$ cat src/rtl/e2dd_pkg.sv
package e2dd_pkg;
  typedef enum logic [1:0] {
    FR_SEARCH  = 2'd0,
    FR_CONFIRM = 2'd1,
    FR_LOCK    = 2'd2
  } fr_state_t;
endpackage

$ cat src/rtl/e2dd_framer.sv
module e2dd_framer
  import e2dd_pkg::*;
#(
  parameter int FRAME_BITS   = 848,
  parameter int ALIGN_LEN    = 10,
  parameter logic [ALIGN_LEN-1:0] ALIGN_WORD = 10'b1111010000,
  parameter int CONFIRM_HITS = 3,
  parameter int LOSS_MISSES  = 4,
  parameter int POS_W        = $clog2(FRAME_BITS)
) (
  input  logic             clk,
  input  logic             rst_n,
  input  logic             bit_en,
  input  logic             bit_in,
  output logic             locked,
  output logic [POS_W-1:0] pos,
  output logic             alarm
);
  localparam int HIT_W   = $clog2(CONFIRM_HITS + 1);
  localparam int MISS_W  = $clog2(LOSS_MISSES + 1);
  localparam int ALARM_P = ALIGN_LEN;

  fr_state_t              state_q, state_d;
  logic [POS_W-1:0]       pos_q, pos_d;
  logic [ALIGN_LEN-2:0]   hist_q, hist_d;
  logic [HIT_W-1:0]       hit_q, hit_d;
  logic [MISS_W-1:0]      miss_q, miss_d;
  logic                   alarm_q, alarm_d;
  logic [ALIGN_LEN-1:0]   window;
  logic                   match, at_check;

  assign window   = {hist_q, bit_in};
  assign match    = (window == ALIGN_WORD);
  assign at_check = (pos_q == POS_W'(ALIGN_LEN - 1));

  always_comb begin
    state_d = state_q;
    pos_d   = pos_q;
    hist_d  = hist_q;
    hit_d   = hit_q;
    miss_d  = miss_q;
    alarm_d = alarm_q;
    if (bit_en) begin
      hist_d = window[ALIGN_LEN-2:0];
      pos_d  = (pos_q == POS_W'(FRAME_BITS - 1)) ? '0 : pos_q + POS_W'(1);
      unique case (state_q)
        FR_SEARCH: begin
          if (match) begin
            state_d = FR_CONFIRM;
            hit_d   = HIT_W'(1);
            pos_d   = POS_W'(ALIGN_LEN);
          end
        end
        FR_CONFIRM: begin
          if (at_check) begin
            if (!match) begin
              state_d = FR_SEARCH;
            end else if (hit_q == HIT_W'(CONFIRM_HITS - 1)) begin
              state_d = FR_LOCK;
              miss_d  = '0;
            end else begin
              hit_d = hit_q + HIT_W'(1);
            end
          end
        end
        FR_LOCK: begin
          if (pos_q == POS_W'(ALARM_P)) alarm_d = bit_in;
          if (at_check) begin
            if (match) begin
              miss_d = '0;
            end else if (miss_q == MISS_W'(LOSS_MISSES - 1)) begin
              state_d = FR_SEARCH;
            end else begin
              miss_d = miss_q + MISS_W'(1);
            end
          end
        end
        default: state_d = FR_SEARCH;
      endcase
    end
  end

  always_ff @(posedge clk or negedge rst_n) begin
    if (!rst_n) begin
      state_q <= FR_SEARCH;
      pos_q   <= '0;
      hist_q  <= '0;
      hit_q   <= '0;
      miss_q  <= '0;
      alarm_q <= 1'b0;
    end else if (bit_en) begin
      state_q <= state_d;
      pos_q   <= pos_d;
      hist_q  <= hist_d;
      hit_q   <= hit_d;
      miss_q  <= miss_d;
      alarm_q <= alarm_d;
    end
  end

  assign locked = (state_q == FR_LOCK);
  assign pos    = pos_q;
  assign alarm  = alarm_q;
endmodule

$ cat src/rtl/e2dd_lane.sv
module e2dd_lane #(
  parameter int K           = 0,
  parameter int NUM_TRIB    = 4,
  parameter int GROUP_BITS  = 212,
  parameter int HDR_BITS    = 12,
  parameter int CTRL_COPIES = 3,
  parameter int POS_W       = 10
) (
  input  logic             clk,
  input  logic             rst_n,
  input  logic             bit_en,
  input  logic             bit_in,
  input  logic [POS_W-1:0] pos,
  output logic             wr_en,
  output logic             wr_data
);
  localparam int CNT_W     = $clog2(CTRL_COPIES + 1);
  localparam int JUST_SLOT = CTRL_COPIES * GROUP_BITS + NUM_TRIB + K;

  logic [CTRL_COPIES-1:0] is_ctrl, ctrl_q, ctrl_d;
  logic [CNT_W-1:0]       ones;
  logic                   lane_sel, just_slot, stuff, payload;
  logic                   wr_en_q, wr_data_q, wr_data_d;

  for (genvar g = 0; g < CTRL_COPIES; g++) begin : g_ctrl
    assign is_ctrl[g] = (pos == POS_W'((g + 1) * GROUP_BITS + K));
    assign ctrl_d[g]  = (bit_en && is_ctrl[g]) ? bit_in : ctrl_q[g];
  end

  always_comb begin
    ones = '0;
    for (int g = 0; g < CTRL_COPIES; g++) ones = ones + CNT_W'(ctrl_q[g]);
  end

  assign stuff     = (ones > CNT_W'(CTRL_COPIES / 2));
  assign lane_sel  = ((pos % POS_W'(NUM_TRIB)) == POS_W'(K));
  assign just_slot = (pos == POS_W'(JUST_SLOT));
  assign payload   = bit_en && lane_sel && (pos >= POS_W'(HDR_BITS))
                     && (is_ctrl == '0) && !(just_slot && stuff);
  assign wr_data_d = payload ? bit_in : wr_data_q;

  always_ff @(posedge clk or negedge rst_n) begin
    if (!rst_n) begin
      ctrl_q    <= '0;
      wr_en_q   <= 1'b0;
      wr_data_q <= 1'b0;
    end else begin
      ctrl_q    <= ctrl_d;
      wr_en_q   <= payload;
      wr_data_q <= wr_data_d;
    end
  end

  assign wr_en   = wr_en_q;
  assign wr_data = wr_data_q;
endmodule

$ cat src/rtl/e2_demux_destuff.sv
module e2_demux_destuff #(
  parameter int FRAME_BITS   = 848,
  parameter int NUM_TRIB     = 4,
  parameter int ALIGN_LEN    = 10,
  parameter logic [ALIGN_LEN-1:0] ALIGN_WORD = 10'b1111010000,
  parameter int CONFIRM_HITS = 3,
  parameter int LOSS_MISSES  = 4,
  parameter int CTRL_COPIES  = 3
) (
  input  logic                clk,
  input  logic                rst_n,
  input  logic                line_en,
  input  logic                line_bit,
  output logic                frame_locked,
  output logic                alarm_out,
  output logic [NUM_TRIB-1:0] trib_we,
  output logic [NUM_TRIB-1:0] trib_data
);
  localparam int POS_W      = $clog2(FRAME_BITS);
  localparam int GROUP_BITS = FRAME_BITS / NUM_TRIB;
  localparam int HDR_BITS   = ALIGN_LEN + 2;

  logic [POS_W-1:0] pos_w;
  logic             locked_w;
  logic             lane_en;

  e2dd_framer #(
    .FRAME_BITS  (FRAME_BITS),
    .ALIGN_LEN   (ALIGN_LEN),
    .ALIGN_WORD  (ALIGN_WORD),
    .CONFIRM_HITS(CONFIRM_HITS),
    .LOSS_MISSES (LOSS_MISSES),
    .POS_W       (POS_W)
  ) u_framer (
    .clk   (clk),
    .rst_n (rst_n),
    .bit_en(line_en),
    .bit_in(line_bit),
    .locked(locked_w),
    .pos   (pos_w),
    .alarm (alarm_out)
  );

  assign lane_en = line_en & locked_w;

  for (genvar k = 0; k < NUM_TRIB; k++) begin : g_lane
    e2dd_lane #(
      .K          (k),
      .NUM_TRIB   (NUM_TRIB),
      .GROUP_BITS (GROUP_BITS),
      .HDR_BITS   (HDR_BITS),
      .CTRL_COPIES(CTRL_COPIES),
      .POS_W      (POS_W)
    ) u_lane (
      .clk    (clk),
      .rst_n  (rst_n),
      .bit_en (lane_en),
      .bit_in (line_bit),
      .pos    (pos_w),
      .wr_en  (trib_we[k]),
      .wr_data(trib_data[k])
    );
  end

  assign frame_locked = locked_w;
endmodule

$ cat config.mk
export PLATFORM = sky130hd
export DESIGN_NAME = e2_demux_destuff
export DESIGN_NICKNAME = d
export VERILOG_FILES = /design/src/rtl/e2dd_pkg.sv /design/src/rtl/e2dd_framer.sv /design/src/rtl/e2dd_lane.sv /design/src/rtl/e2_demux_destuff.sv
export SDC_FILE = /design/constraint.sdc
export NUM_CORES = 1
export LEC_CHECK = 0
export ABC_AREA = 1
export BUFFER_PORTS_ARGS = -buffer_cell sky130_fd_sc_hd__buf_2
export CAP_MARGIN = 20
export CORE_AREA = 2 2 77 79
export CTS_BUF_LIST = sky130_fd_sc_hd__clkbuf_16
export CTS_CLUSTER_DIAMETER = 80
export DETAILED_ROUTE_END_ITERATION = 8
export DIE_AREA = 0 0 79 81
export PLACE_DENSITY = 0.78
export SYNTH_ARGS = -nofsm -noshare
export SYNTH_HDL_FRONTEND = slang
export SYNTH_SLANG_ARGS = --single-unit
export TNS_END_PERCENT = 1
$ cat constraint.sdc
create_clock -name clk -period 1.7 [get_ports clk]
set_input_delay 0.255 -clock clk [delete_from_list [all_inputs] [get_ports clk]]
set_output_delay 0.255 -clock clk [all_outputs]
set_load 0.05 [all_outputs]
==> results.md <==
- Status: completed
- Final wirelength: between 5000 and 6000 µm
- Asr flop ratio synth: between 90% and 100%
- Nets: 402
- CP startpoint: u_framer.state_q[0]
- WS Path Type: reg2out
- Root Driver: clkbuf_16
- Setup TNS: 0 ns
- PortBufs: 13
- Post-route cell area: around 3200 µm²
- Clk sinks: 47
- Via/cell ratio: 5.10
- Ports: 14
- Avg WL per Cell: between 10 and 15 µm
- Most numerous cell in the Yosys netlist: nand2_1
- Normalized max-slew margin: 79.1%
- Lkg Pwr: ~1.6 nW
- Clock Latency Late Sink: between 0.2 and 0.3 ns
- Power Internal: 2.04 mW
- Leading register cell type out of synthesis: dfrtp_1
- Pwr Density: between 900 and 1000 nW/µm²
- Post CTS Setup Buffer Count: 0
- DRC: 0
- Via count: between 2000 and 2500
- Final Cycle Share: 97.5%
- Vias in the first global route: about 2300
- Switching power: roughly 1.1 mW
- Share of layout cells above drive strength 1: 18.0%
- Placement Cell Area: about 3000 µm²
- Setup Viol. Count Final: 0
- Syn Inst Count: around 370
- Die Ht: a little over 80 µm
- Core area: 5680 µm²
- Clk slew on worst S/H paths: approximately 0.06 ns
- Largest buffer count on any clock path: 2
- Worst vdd ir: 703 µV
- Worst setup EP type: output pin
- Initial antenna violation count: 0
- Utilization after layout: a little under three fifths
- Cts bufs inserted: 5
- Data required, critical path: 1.44 ns
- # diodes: 0
- Yosys cell types: 34
- GRT Total Usage: 19.4%
- Most area-consuming cells after synthesis: dfrtp_1 41%, nand2_1 11%, ha_1 6.5%
- Drt first pass iters: 4
- Hold Startpoint: line_bit
- Minimum clock period: 1.66 ns
- Initial detailed-routing violation count: 159
- Logic gate share of total power: between 20% and 30%
- Register area share after synthesis: 40.8%
- Post-synth EDFFs: 0
- Crit start category: flip-flop
- Yosys warns: 0
- Fmax: 603 MHz
- Post-synth top area cell: dfrtp_1
- # H-tree levels: 2
- Synth Register Bits: 47
- Fill count: approximately 520
- Commonest cells post-synth: 87 x nand2_1, 47 x dfrtp_1, 46 x inv_1, 38 x nor2_1, 28 x o21ai_0
- Fin Hold WS: between 0.3 and 0.4 ns
- Wire length of the first global-routing pass: a little under 10000 µm
- Max cap viols: 0
- Switching Share: 35.8%
- Post-synth top area share: just over 40%
- Fin. Hold Viols: 0
- Worst EP arrival: 1.40 ns
- Detailed Place HPWL: just over 4000 µm
- Final Skew: around 0.0056 ns
- Register share of total power: 43.4%
- Worst reg2reg startpoint: u_framer.state_q[0]
- Initial core utilization: between 50% and 60%
- Least-Margin Pin Slew: 0.312 ns
- Mapped cell area: around 2900 µm²
- CTS tree: yes
- Rows: 28
- P&R area growth vs syn: 10.8%
- Clock power share: a little under a third
- RSZ-0062 raised after global routing: true
- Aggregate global routing overflow: 0
- Mapped Avg Cell Area: between 7 and 8 µm²
- Syn_nets: approximately 400
- Largest net degree at the start of global routing: 48
- Total die area: between 6000 and 7000 µm²
- Post-route ant nets: 0
- GPL Wtd Cong: between 0.8 and 0.9
- Hold Crit Class: in2reg
- Pins over their slew limit: 0
- DIE WIDTH: 79 µm
- Max FO, Critical Path: 6
-- power groups by stage --
stage                     sequential (mW)  combinational [mW]  clock (mW)
after global placement               1.38               0.771           0
after detailed placement             1.39               0.795           0
after CTS                            1.37               0.804       0.992
after floorplan                      1.36               0.617           0
after global routing                 1.40               0.959        1.03
final                                1.38               0.842       0.956
-- final cells by class --
type / count / area, µm² / share of cell area (%)
Clock inverter: 3 / 20.0 / 0.627
Tap cell: 75 / 93.8 / 2.94
Clock buffer: 5 / 125 / 3.92
Multi-Input combinational cell: 259 / 1460 / 45.7
Inverter: 51 / 191 / 6.00
Sequential cell: 47 / 1180 / 36.8
Timing Repair Buffer: 19 / 125 / 3.92
-- path summary, 6_finish.rpt --
kind,slack [ns],cells past startpoint,endpoint
max in group asynchronous,0.99,3,g_lane[0].u_lane.ctrl_q[1]
max,0.04,3,frame_locked
min,0.35,3,g_lane[3].u_lane.wr_data
min in group asynchronous,0.48,3,g_lane[0].u_lane.ctrl_q[2]
min reg2reg,0.47,2,g_lane[3].u_lane.wr_data
max reg2reg,0.05,7,g_lane[0].u_lane.ctrl_q[0]
-- flip-flops by register name, summed over array words and instances, names as in the netlist --
| register | count |
|---|---|
| u_framer.hist_q | 9 |
| u_framer.miss_q | 3 |
| u_framer.pos | 10 |
| u_framer.hit_q | 2 |
| u_framer.alarm | 1 |
| g_lane.u_lane.wr_en | 4 |
| g_lane.u_lane.ctrl_q | 12 |
| g_lane.u_lane.wr_data | 4 |
| u_framer.state_q | 2 |
-- through the flow --
step | power, mW | instances | worst slack (ns)
2_1_floorplan | 1.98 | 371 | 0.0569
3_3_place_gp | 2.15 | 450 | 0.105
3_5_place_dp | 2.18 | 450 | 0.0319
4_1_cts | 3.16 | 459 | 0.0104
5_1_grt | 3.39 | 459 | -0.0459
6_report | 3.18 | 459 | 0.0425
-- cell usage in the layout, fill, tap and decap left out, types with 2 or more instances in the layout --
cell type / netlist / layout
nor2_2: 6 / 6
nand2_1: 87 / 87
nand3_1: 17 / 16
dfrtp_1: 47 / 47
buf_4: 8 / 4
o21ai_1: 2 / 5
xor2_1: 2 / 2
a21oi_1: 10 / 10
inv_2: 5 / 6
nor3_1: 9 / 7
nand3b_1: 2 / 2
ha_2: 0 / 2
nor3_2: 2 / 4
buf_2: 3 / 13
nor2_4: 7 / 7
inv_1: 46 / 45
o21ai_0: 28 / 25
o31ai_1: 3 / 3
ha_1: 15 / 12
or2_2: 2 / 2
nand2_2: 6 / 6
clkbuf_16: 0 / 5
nor2_1: 38 / 38
nand4_1: 6 / 6
o21a_1: 4 / 4
nand3_2: 5 / 6
-- worst max-delay path, cell delays in order, from the launching register on --
cell and delay (ns):
dfrtp_1 0.43, inv_1 0.13, ha_2 0.27, buf_2 0.29
-- cell families (layout without fill, tap and decap cells) --
| family | Yosys count | in the layout | share of synthesized area, % |
|---|---|---|---|
| simple gates | 190 | 190 | 32.0 |
| buf+inv | 65 | 78 | 9.64 |
| compound gates | 51 | 51 | 10.1 |
| flops | 47 | 47 | 40.8 |
| fa+ha+maj | 15 | 15 | 6.51 |
| xor+xnor | 2 | 2 | 0.608 |
| mux | 1 | 1 | 0.347 |
-- what timing repair did --
item / CTS / global route
hold endpoints to repair: 47 / 0
gates resized for setup: 0 / 10
hold buffers: 1 / 0
setup endpoints to repair: 0 / 10
-- metal layers --
layer / wire length (µm) / global-route usage (%)
met5: 0 / 0
met4: 96 / 7.41
met3: 248 / 5.00
met2: 2790 / 32.5
met1: 2570 / 24.3
(Power assumes the default switching activity.)
